[config.mk]
export PLATFORM = sky130hd
export DESIGN_NAME = i2c_regfile_target
export DESIGN_NICKNAME = d
export VERILOG_FILES = /design/src/rtl/i2cr_pkg.sv /design/src/rtl/i2cr_sync.sv /design/src/rtl/i2cr_regs.sv /design/src/rtl/i2cr_proto.sv /design/src/rtl/i2c_regfile_target.sv
export SDC_FILE = /design/constraint.sdc
export NUM_CORES = 1
export LEC_CHECK = 0
export CAP_MARGIN = 5
export CORE_ASPECT_RATIO = 1.5
export CORE_UTILIZATION = 50
export CTS_CLUSTER_SIZE = 16
export DETAILED_ROUTE_END_ITERATION = 10
export PLACE_DENSITY = 0.77
export SLEW_MARGIN = 10
export SYNTH_ARGS = -nofsm -noshare
export SYNTH_HDL_FRONTEND = slang
export SYNTH_SLANG_ARGS = --single-unit
[constraint.sdc]
create_clock -name clk -period 2.8 [get_ports clk]
set_input_delay 0.56 -clock clk [delete_from_list [all_inputs] [get_ports clk]]
set_output_delay 0.56 -clock clk [all_outputs]
set_load 0.01 [all_outputs]
[src/rtl/i2cr_pkg.sv]
// Shared types for the two-wire register target.
// Assumes byte-wide registers; the protocol fixes the byte width.
package i2cr_pkg;

    localparam int BYTE_W = 8;

    // Protocol phases of the target engine.
    typedef enum logic [2:0] {
        ST_IDLE,     // not addressed, waiting for a start
        ST_RX,       // shifting in an address or write byte
        ST_ACK_TX,   // target holds the line low in the ninth clock
        ST_TX,       // target shifts a read byte out
        ST_ACK_RX    // master's acknowledge clock after a read byte
    } i2cr_state_t;

endpackage

[src/rtl/i2cr_sync.sv]
// Line conditioner: brings the asynchronous clock and data lines into the
// system clock domain and reports edges and bus conditions.
// Assumes the lines idle high; reset loads the idle level.
module i2cr_sync (
    input  logic clk,
    input  logic rst_n,
    input  logic scl_i,
    input  logic sda_i,
    output logic scl_s,
    output logic sda_s,
    output logic scl_rise,
    output logic scl_fall,
    output logic start_det,
    output logic stop_det
);
    // bit 0 carries the clock line, bit 1 the data line
    logic [1:0] stage1_q, stage2_q, prev_q;

    // two-flop synchronizer plus one history stage for edge detection
    always_ff @(posedge clk) begin
        if (!rst_n) begin
            stage1_q <= 2'b11;
            stage2_q <= 2'b11;
            prev_q   <= 2'b11;
        end else begin
            stage1_q <= {sda_i, scl_i};
            stage2_q <= stage1_q;
            prev_q   <= stage2_q;
        end
    end

    // edges and bus conditions from synchronized samples only
    always_comb begin
        scl_s     = stage2_q[0];
        sda_s     = stage2_q[1];
        scl_rise  = stage2_q[0] && !prev_q[0];
        scl_fall  = !stage2_q[0] && prev_q[0];
        start_det = stage2_q[0] && prev_q[0] && prev_q[1] && !stage2_q[1];
        stop_det  = stage2_q[0] && prev_q[0] && !prev_q[1] && stage2_q[1];
    end
endmodule

[src/rtl/i2cr_regs.sv]
// Register file with a host port and a bus port.
// Assumes one write per port per cycle; the host wins a same-index clash.
module i2cr_regs #(
    parameter int PTR_W = 3
) (
    input  logic                       clk,
    input  logic                       rst_n,
    input  logic                       host_we,
    input  logic [PTR_W-1:0]           host_addr,
    input  logic [i2cr_pkg::BYTE_W-1:0] host_wdata,
    output logic [i2cr_pkg::BYTE_W-1:0] host_rdata,
    input  logic                       bus_we,
    input  logic [PTR_W-1:0]           bus_addr,
    input  logic [i2cr_pkg::BYTE_W-1:0] bus_wdata,
    output logic [i2cr_pkg::BYTE_W-1:0] bus_rdata
);
    localparam int NREGS = 1 << PTR_W;

    logic [i2cr_pkg::BYTE_W-1:0] mem [NREGS];

    for (genvar g = 0; g < NREGS; g++) begin : g_reg
        // one storage byte: host write first, then bus write
        always_ff @(posedge clk) begin
            if (!rst_n) begin
                mem[g] <= '0;
            end else if (host_we && host_addr == PTR_W'(g)) begin
                mem[g] <= host_wdata;
            end else if (bus_we && bus_addr == PTR_W'(g)) begin
                mem[g] <= bus_wdata;
            end
        end
    end

    // asynchronous read for both ports
    always_comb begin
        host_rdata = mem[host_addr];
        bus_rdata  = mem[bus_addr];
    end
endmodule

[src/rtl/i2cr_proto.sv]
// Target protocol engine: frames bytes, matches the address, acknowledges,
// shifts read data and keeps the auto-incrementing register pointer.
// Assumes conditioned edges from i2cr_sync; drives the data line low only.
module i2cr_proto #(
    parameter logic [6:0] DEV_ADDR = 7'h2A,
    parameter int         PTR_W    = 3
) (
    input  logic                       clk,
    input  logic                       rst_n,
    input  logic                       scl_rise,
    input  logic                       scl_fall,
    input  logic                       start_det,
    input  logic                       stop_det,
    input  logic                       sda_s,
    input  logic [i2cr_pkg::BYTE_W-1:0] bus_rdata,
    output logic                       sda_oe,
    output logic                       bus_we,
    output logic [PTR_W-1:0]           bus_addr,
    output logic [i2cr_pkg::BYTE_W-1:0] bus_wdata
);
    import i2cr_pkg::*;

    i2cr_state_t       state_q;
    logic [3:0]        bit_cnt_q;
    logic [BYTE_W-1:0] shreg_q;
    logic              rx_full_q;
    logic              is_addr_q;
    logic              idx_pend_q;
    logic              rd_dir_q;
    logic              mack_q;
    logic [PTR_W-1:0]  ptr_q;
    logic              oe_q;

    // bus write strobe: a complete data byte at the falling eighth clock
    always_comb begin
        bus_we    = (state_q == ST_RX) && rx_full_q && scl_fall && !is_addr_q && !idx_pend_q;
        bus_addr  = ptr_q;
        bus_wdata = shreg_q;
        sda_oe    = oe_q;
    end

    // protocol sequencing; start and stop override every phase
    always_ff @(posedge clk) begin
        if (!rst_n) begin
            state_q    <= ST_IDLE;
            bit_cnt_q  <= '0;
            shreg_q    <= '0;
            rx_full_q  <= 1'b0;
            is_addr_q  <= 1'b0;
            idx_pend_q <= 1'b0;
            rd_dir_q   <= 1'b0;
            mack_q     <= 1'b0;
            ptr_q      <= '0;
            oe_q       <= 1'b0;
        end else if (start_det) begin
            state_q    <= ST_RX;
            bit_cnt_q  <= '0;
            rx_full_q  <= 1'b0;
            is_addr_q  <= 1'b1;
            idx_pend_q <= 1'b0;
            oe_q       <= 1'b0;
        end else if (stop_det) begin
            state_q    <= ST_IDLE;
            rx_full_q  <= 1'b0;
            idx_pend_q <= 1'b0;
            oe_q       <= 1'b0;
        end else begin
            case (state_q)
                ST_RX: begin
                    if (scl_rise) begin
                        shreg_q   <= {shreg_q[BYTE_W-2:0], sda_s};
                        bit_cnt_q <= bit_cnt_q + 4'd1;
                        if (bit_cnt_q == 4'd7) rx_full_q <= 1'b1;
                    end else if (scl_fall && rx_full_q) begin
                        rx_full_q <= 1'b0;
                        bit_cnt_q <= '0;
                        if (is_addr_q) begin
                            if (shreg_q[7:1] == DEV_ADDR) begin
                                oe_q     <= 1'b1;
                                rd_dir_q <= shreg_q[0];
                                state_q  <= ST_ACK_TX;
                            end else begin
                                state_q  <= ST_IDLE;
                            end
                        end else begin
                            oe_q    <= 1'b1;
                            state_q <= ST_ACK_TX;
                            if (idx_pend_q) begin
                                ptr_q      <= shreg_q[PTR_W-1:0];
                                idx_pend_q <= 1'b0;
                            end else begin
                                ptr_q <= ptr_q + 1'b1;
                            end
                        end
                    end
                end
                ST_ACK_TX: begin
                    if (scl_fall) begin
                        is_addr_q <= 1'b0;
                        bit_cnt_q <= '0;
                        if (is_addr_q && rd_dir_q) begin
                            shreg_q <= bus_rdata;
                            ptr_q   <= ptr_q + 1'b1;
                            oe_q    <= !bus_rdata[BYTE_W-1];
                            state_q <= ST_TX;
                        end else begin
                            oe_q    <= 1'b0;
                            state_q <= ST_RX;
                            if (is_addr_q) idx_pend_q <= 1'b1;
                        end
                    end
                end
                ST_TX: begin
                    if (scl_rise) begin
                        bit_cnt_q <= bit_cnt_q + 4'd1;
                    end else if (scl_fall) begin
                        if (bit_cnt_q == 4'd8) begin
                            oe_q    <= 1'b0;
                            state_q <= ST_ACK_RX;
                        end else begin
                            shreg_q <= {shreg_q[BYTE_W-2:0], 1'b0};
                            oe_q    <= !shreg_q[BYTE_W-2];
                        end
                    end
                end
                ST_ACK_RX: begin
                    if (scl_rise) begin
                        mack_q <= !sda_s;
                    end else if (scl_fall) begin
                        bit_cnt_q <= '0;
                        if (mack_q) begin
                            shreg_q <= bus_rdata;
                            ptr_q   <= ptr_q + 1'b1;
                            oe_q    <= !bus_rdata[BYTE_W-1];
                            state_q <= ST_TX;
                        end else begin
                            state_q <= ST_IDLE;
                        end
                    end
                end
                default: begin
                    oe_q <= 1'b0;
                end
            endcase
        end
    end
endmodule

[src/rtl/i2c_regfile_target.sv]
// Top of the two-wire register target: conditioner, protocol engine and
// register file. Assumes an external open-drain pad driven by sda_oe.
module i2c_regfile_target #(
    parameter logic [6:0] DEV_ADDR = 7'h2A,
    parameter int         PTR_W    = 3
) (
    input  logic             clk,
    input  logic             rst_n,
    input  logic             scl_i,
    input  logic             sda_i,
    output logic             sda_oe,
    input  logic             host_we,
    input  logic [PTR_W-1:0] host_addr,
    input  logic [7:0]       host_wdata,
    output logic [7:0]       host_rdata
);
    logic             scl_s, sda_s, scl_rise, scl_fall, start_det, stop_det;
    logic             bus_we;
    logic [PTR_W-1:0] bus_addr;
    logic [7:0]       bus_wdata, bus_rdata;

    i2cr_sync u_sync (
        .clk       (clk),
        .rst_n     (rst_n),
        .scl_i     (scl_i),
        .sda_i     (sda_i),
        .scl_s     (scl_s),
        .sda_s     (sda_s),
        .scl_rise  (scl_rise),
        .scl_fall  (scl_fall),
        .start_det (start_det),
        .stop_det  (stop_det)
    );

    i2cr_proto #(.DEV_ADDR(DEV_ADDR), .PTR_W(PTR_W)) u_proto (
        .clk       (clk),
        .rst_n     (rst_n),
        .scl_rise  (scl_rise),
        .scl_fall  (scl_fall),
        .start_det (start_det),
        .stop_det  (stop_det),
        .sda_s     (sda_s),
        .bus_rdata (bus_rdata),
        .sda_oe    (sda_oe),
        .bus_we    (bus_we),
        .bus_addr  (bus_addr),
        .bus_wdata (bus_wdata)
    );

    i2cr_regs #(.PTR_W(PTR_W)) u_regs (
        .clk        (clk),
        .rst_n      (rst_n),
        .host_we    (host_we),
        .host_addr  (host_addr),
        .host_wdata (host_wdata),
        .host_rdata (host_rdata),
        .bus_we     (bus_we),
        .bus_addr   (bus_addr),
        .bus_wdata  (bus_wdata),
        .bus_rdata  (bus_rdata)
    );
endmodule

==> results.sh, run 1 <==
export IMPL_status="finished clean"
export IMPL_peakVddDrop_mv=0.3500
export IMPL_crit_path_end_kind="primary output"
export IMPL_root_buffer="clkbuf_16"
export IMPL_final_hold_viol_count=0
export IMPL_portBuffers=24
export IMPL_power_density_mw_per_mm2=486.9
export IMPL_worstHoldStart="u_sync.stage1_q[1]"
export IMPL_rows=48
export IMPL_path_buf_inv=3
export IMPL_post_route_drc_count=0
export IMPL_cp_arrival_ps=2140
export IMPL_die_area_mm2=0.01228
export IMPL_synth_edf_count=64
export IMPL_overflow=0
export IMPL_drive_above_1_share_pct=23.66
export IMPL_antenna_found_initial=0
export IMPL_register_area_mm2=0.002582
export IMPL_synth_area_mm2=0.005916
export IMPL_rsz0062_at_grt="false"
export IMPL_syn_inst=519
export IMPL_r2r_start="u_proto.state_q[1]"
export IMPL_worstPathCellList="clkdlybuf4s15_2 > bufbuf_16 > mux4_2 > mux2_2 > dlygate4sd2_1"
export IMPL_ys_seq_elements=97
export IMPL_drv_slew=0
export IMPL_first_pass_iters=5
export IMPL_first_iter_violations=389
export IMPL_n_antenna_cell=0
export IMPL_grt_pass1_vias=4595
export IMPL_vias=4685
export IMPL_min_period_over_period_pct=96.30
export IMPL_p_seq_share_pct=52.1
export IMPL_async_flop_share_pct=0
export IMPL_cts_hold_buf=0
export IMPL_final_nets=543
export IMPL_cts_tree="yes"
export IMPL_skew_ps=11.44
export IMPL_synth_area_leaders="edfxtp_1 (32%), dfxtp_1 (11%), mux4_2 (6.5%), a32o_2 (6.1%), a22o_1 (4.9%)"
export IMPL_core_region_area_mm2=0.01153
export IMPL_utilization_pct=56.78
export IMPL_start_kind="input pin"
export IMPL_fin_ws_ps=103.6
export IMPL_ys_types=65
export IMPL_synth_area_leader_cell="edfxtp_1"
export IMPL_wl_per_cell_um=24.16
export IMPL_crit_slowest_cell="mux4_2"
export IMPL_fillers=947
export IMPL_p_int_mw=2.376
export IMPL_pwr_share_comb_pct=10.2
export IMPL_grt_pass1_wl_um=25360
export IMPL_area_delta_synth_final_pct=10.68
export IMPL_place_inst=656
export IMPL_grt_max_degree=64
export IMPL_fmax_mhz=370.9
export IMPL_clk_latency_ps=350
export IMPL_pre_cts_slack_ps=-320.8
export IMPL_cts_path_max_buffers=2
export IMPL_synth_seq_area_share_pct=43.65
export IMPL_fin_crit_ps=2696
export IMPL_multi_input_area_mm2=0.003028
export IMPL_p_clk_share_pct=37.7
export IMPL_initial_core_util_pct=51.30
export IMPL_grt_use_total_pct=27.52
export IMPL_crit_fanout=8
export IMPL_p_sw_share_pct=25.48
export IMPL_synth_warning_count=0
export IMPL_die_h_um=135.2
export IMPL_setup_viol=0
export IMPL_hp_class="register to register"
export IMPL_ioPinCount=25
export IMPL_leakage_nw=2.412
export IMPL_dp_hpwl_um=11580
export IMPL_synth_ff_type="edfxtp_1"
export IMPL_critPathTopFamily="buffers and inverters"
export IMPL_worst_setup_path_type="input pin to primary output"
export IMPL_via_per_inst=6.951
export IMPL_syn_nets=543
export IMPL_slew_headroom_pct=26.28
export IMPL_ant_nets=0
export IMPL_avgSynthCellArea_um2=11.40
export IMPL_cp_slowest_stage_delay_ps=500
export IMPL_p_total_mw=3.188
export IMPL_globalplace_congestion=0.9324
export IMPL_cts_buffers=9
export IMPL_clkSinkCount=97
export IMPL_cts_htree_levels=3
export IMPL_synth_top_area_share_pct=32.49
export IMPL_wirelength_um=16290
export IMPL_dieWidth_um=90.81
export IMPL_p_switching_mw=0.8123
export IMPL_required_ps=2240
export IMPL_critPathLaunch="host_addr[0]"
export IMPL_layout_cells_non_filler=674
export IMPL_cap_violations=0
export IMPL_worstMarginPinSlew_ps=1097
export IMPL_clk_pin_slew_ps=70
-- layout make-up --
cell class | instances | share of cell area (%)
Tap cell | 150 | 2.866
Sequential cell | 97 | 39.44
Clock buffer | 9 | 3.440
Multi-Input combinational cell | 361 | 46.24
Clock inverter | 7 | 0.9364
Timing Repair Buffer | 41 | 6.555
Inverter | 9 | 0.5160
-- registers in the layout, indices dropped and copies added, names as in the netlist, named ones only --
name and flops:
u_sync.stage2_q 2, u_sync.prev_q 2, u_proto.mack_q 1, u_proto.rd_dir_q 1, u_proto.idx_pend_q 1, u_proto.bit_cnt_q 4
u_proto.sda_oe 1, u_proto.bus_wdata 8, u_regs.mem 64, u_proto.bus_addr 3, u_proto.is_addr_q 1, u_sync.stage1_q 2
u_proto.rx_full_q 1, u_proto.state_q 3
-- cells in the mapped netlist, drive strengths merged (2+ instances only) --
cell type	count
nor3	5
and3	4
nor2	28
o22ai	10
inv	9
and3b	3
clkbuf	18
a32o	32
mux2i	17
a211oi	13
and4	2
a2111oi	6
ha	8
nor4bb	2
dfxtp	33
nand4b	2
or3b	3
mux2	23
xnor2	6
nor2b	15
nand2	24
a221oi	2
a22o	33
nand3b	4
a22oi	2
nand3	18
nor4	3
nor3b	2
a21oi	19
edfxtp	64
or3	2
buf	34
or2	4
nand2b	16
o21ai	17
mux4	17
a31oi	4
-- metrics by stage --
| stage | hold slack [ps] | setup TNS (ps) | cell area (µm²) |
|---|---|---|---|
| 2_1_floorplan | 386.3 | 0 | 5916 |
| 3_3_place_gp | 414.8 | -2267 | 6230 |
| 5_1_grt | 443.5 | 0 | 6548 |
| 3_5_place_dp | 404.8 | -2361 | 6230 |
| 4_1_cts | 433.1 | 0 | 6548 |
| 6_report | 430.7 | 0 | 6548 |
-- path summary, 6_finish.rpt --
kind         slack, ps                    to  cells past startpoint
max                100         host_rdata[2]                      5
min reg2reg        430    u_sync.stage2_q[1]                      1
max reg2reg        370  u_proto.bus_wdata[1]                      5
min                430    u_sync.stage2_q[1]                      1
-- power by group through the flow --
stage | clock [mW] | sequential (mW) | combinational, mW
after floorplan | 0 | 1.65 | 0.222
after detailed placement | 0 | 1.69 | 0.327
after CTS | 1.21 | 1.66 | 0.323
after global placement | 0 | 1.69 | 0.318
final | 1.20 | 1.66 | 0.326
after global routing | 1.27 | 1.66 | 0.347
-- cell usage in the layout, fill, tap and decap left out, types with 10 or more instances in the layout --
master           instances
nor2b_1                 15
a21oi_1                 19
clkdlybuf4s50_1         14
nor2_1                  28
o21ai_0                 13
nand2_1                 23
o22ai_1                 10
a211oi_1                11
buf_4                   12
mux4_2                  17
mux2_2                  23
nand2b_1                16
nand3_1                 18
dfxtp_1                 33
mux2i_1                 17
a22o_1                  33
a32o_2                  32
edfxtp_1                64
-- timing repair --
item,4_1_cts,5_1_grt
buffers inserted,1,0
endpoints found under the setup margin,8,0
gates resized for setup,11,0
-- routing by layer --
metal,part of all wire [%],vias up,wire (µm),track usage [%]
met1,35,2289,5687,30.06
met4,6.9,0,1122,19.05
met5,0,-,0,0
li1,-,2042,-,-
met2,52,280,8398,48.74
met3,6.6,74,1078,4.433
-- kinds of logic (layout without fill, tap and decap cells) --
family / Yosys count / in the layout / share of synthesized area, %
multiplexers: 57 / 57 / 13.73
AND/OR/NAND/NOR: 139 / 139 / 13.83
XOR/XNOR: 7 / 7 / 1.036
adder cells (fa/ha/maj): 8 / 8 / 1.692
flip-flops: 97 / 97 / 43.65
AO/OA/AOI/OAI: 150 / 150 / 20.90
buffers and inverters: 61 / 66 / 5.161
Note: power is estimated with default switching activity, not from simulation.
==> run 2: changes to the inputs <==
--- a/config.mk
+++ b/config.mk
@@ -10,7 +10,8 @@
 export CORE_UTILIZATION = 50
 export CTS_CLUSTER_SIZE = 16
 export DETAILED_ROUTE_END_ITERATION = 10
-export PLACE_DENSITY = 0.77
+export PLACE_DENSITY = 0.79
+export REMOVE_ABC_BUFFERS = 1
 export SLEW_MARGIN = 10
 export SYNTH_ARGS = -nofsm -noshare
 export SYNTH_HDL_FRONTEND = slang
==> constraint.sdc (replaced) <==
create_clock -name clk -period 2.4 [get_ports clk]
set_input_delay 0.48 -clock clk [delete_from_list [all_inputs] [get_ports clk]]
set_output_delay 0.48 -clock clk [all_outputs]
set_load 0.01 [all_outputs]
==> results.sh, run 2 (synthesized netlist as in run 1, its figures left out) <==
export IMPL_via_per_inst=7.017
export IMPL_p_sw_share_pct=25.84
export IMPL_globalplace_congestion=0.9514
export IMPL_leakage_nw=2.580
export IMPL_p_clk_share_pct=37.9
export IMPL_rows=48
export IMPL_final_cell_mix="edfxtp_1 (64), buf_4 (38), a22o_1 (33), dfxtp_1 (33), a32o_2 (32)"
export IMPL_cap_violations=0
export IMPL_largest_reg_flops=64
export IMPL_setup_tns_final_ps=0
export IMPL_cts_path_max_buffers=2
export IMPL_clk_latency_ps=360
export IMPL_cts_buffers=9
export IMPL_antenna_found_initial=0
export IMPL_cts_tree="yes"
export IMPL_grt_max_degree=29
export IMPL_setup_viol=0
export IMPL_first_iter_violations=410
export IMPL_dp_hpwl_um=12410
export IMPL_crit_fanout=2
export IMPL_r2r_start="u_proto.state_q[1]"
export IMPL_portBuffers=24
export IMPL_initial_core_util_pct=51.30
export IMPL_peakVddDrop_mv=0.3499
export IMPL_p_switching_mw=0.9872
export IMPL_min_period_over_period_pct=99.69
export IMPL_route_met3_wl_um=1152
export IMPL_cp_arrival_ps=1910
export IMPL_top_register="u_regs.mem"
export IMPL_overflow=0
export IMPL_slew_headroom_pct=35.59
export IMPL_start_kind="register"
export IMPL_critPathLaunch="u_regs.mem[3][5]"
export IMPL_fin_ws_ps=7.341
export IMPL_cts_hold_buf=0
export IMPL_root_buffer="clkbuf_16"
export IMPL_power_density_mw_per_mm2=561.4
export IMPL_core_region_area_mm2=0.01153
export IMPL_wl_met1_um=5857
export IMPL_grt_pass1_vias=4962
export IMPL_wirelength_um=17720
export IMPL_drive_above_1_share_pct=28.03
export IMPL_vias=4933
export IMPL_utilization_pct=59.02
export IMPL_fin_crit_ps=2393
export IMPL_worstHoldStart="u_sync.stage1_q[0]"
export IMPL_drv_slew=0
export IMPL_fmax_mhz=417.9
export IMPL_holdWs_ps=421.9
export IMPL_first_pass_iters=5
export IMPL_wl_per_cell_um=25.20
export IMPL_post_route_drc_count=0
export IMPL_p_int_mw=2.833
export IMPL_clkSinkCount=97
export IMPL_crit_path_end_kind="primary output"
export IMPL_cts_htree_levels=3
export IMPL_die_h_um=135.2
export IMPL_top_layer="met4"
export IMPL_worst_setup_path_type="register to primary output"
export IMPL_p_seq_share_pct=50.8
export IMPL_clk_pin_slew_ps=70
export IMPL_final_hold_viol_count=0
export IMPL_wl_met2_um=9375
export IMPL_dieWidth_um=90.81
export IMPL_required_ps=1920
export IMPL_pwr_share_comb_pct=11.3
export IMPL_ioPinCount=25
export IMPL_p_total_mw=3.820
export IMPL_pre_cts_slack_ps=-557.4
export IMPL_status="finished clean"
export IMPL_n_antenna_cell=0
export IMPL_hp_class="register to register"
export IMPL_area_delta_synth_final_pct=15.04
export IMPL_grt_use_total_pct=30.03
export IMPL_ant_nets=0
export IMPL_die_area_mm2=0.01228
export IMPL_worstMarginPinSlew_ps=958.8
export IMPL_mostFrequentLayoutCell="edfxtp_1"
export IMPL_skew_ps=8.398
export IMPL_grt_pass1_wl_um=27660
export IMPL_final_nets=572
export IMPL_rsz0062_at_grt="false"
[run 2: changes by cell type in the layout (fill, tap and decap cells not counted), sizes merged]
cell           before  now
clkbuf              9   13
clkinvlp            2    0
clkdlybuf4s15       1    0
clkdlybuf4s50      14   13
dlygate4sd2         8    7
buf                17   46
inv                12   13
[run 2: layout make-up]
cell class / count / area, µm²
Inverter: 9 / 33.78
Sequential cell: 97 / 2582
Fill cell: 931 / 4726
Multi-Input combinational cell: 361 / 3028
Timing Repair Buffer: 70 / 679.4
Clock buffer: 10 / 239.0
Tap cell: 150 / 187.7
Clock inverter: 6 / 55.05
[run 2: path summary, 6_finish.rpt]
| check | end | slack [ps] | cells after the start |
|---|---|---|---|
| max reg2reg | u_regs.mem[4][6] | 210 | 5 |
| min | u_sync.stage2_q[0] | 420 | 1 |
| min reg2reg | u_sync.stage2_q[0] | 420 | 1 |
| max | host_rdata[5] | 7 | 3 |
[run 2: routing by layer]
layer / track usage [%] / up-vias
li1: - / 2106
met1: 31.30 / 2415
met2: 55.43 / 315
met3: 4.097 / 97
met4: 20.90 / 0
met5: 0 / -
[run 2: worst max-delay path, stage by stage, from the launching register on]
cell and delay, ps:
edfxtp_1 480, mux4_2 520, mux2_2 270, dlygate4sd2_1 280
[run 2: power groups by stage]
stage	registers, mW	clock network [mW]	logic [mW]
2_1_floorplan	1.93	0	0.201
3_3_place_gp	1.97	0	0.406
3_5_place_dp	1.97	0	0.419
4_1_cts	1.93	1.46	0.420
5_1_grt	1.94	1.51	0.452
6_report	1.94	1.45	0.431
[run 2: through the flow]
| step | std cells | area [µm²] |
|---|---|---|
| global route | 703 | 6805 |
| global placement | 684 | 6465 |
| CTS | 702 | 6804 |
| finish | 703 | 6805 |
| detailed placement | 684 | 6465 |
| floorplan | 467 | 5644 |
[run 2: repair_timing]
action                     in CTS  in global routing
buffers inserted                0                  1
setup endpoints to repair       8                  8
cloned                          2                  0
gates resized for setup        16                  4
==> run 3: changes to the inputs <==
--- a/config.mk
+++ b/config.mk
@@ -8,6 +8,7 @@
 export CAP_MARGIN = 5
 export CORE_ASPECT_RATIO = 1.5
 export CORE_UTILIZATION = 50
+export CTS_CLUSTER_DIAMETER = 30
 export CTS_CLUSTER_SIZE = 16
 export DETAILED_ROUTE_END_ITERATION = 10
 export PLACE_DENSITY = 0.79
==> results of run 3 <==
Final layout, timing and power as in run 2 (identical DEF).
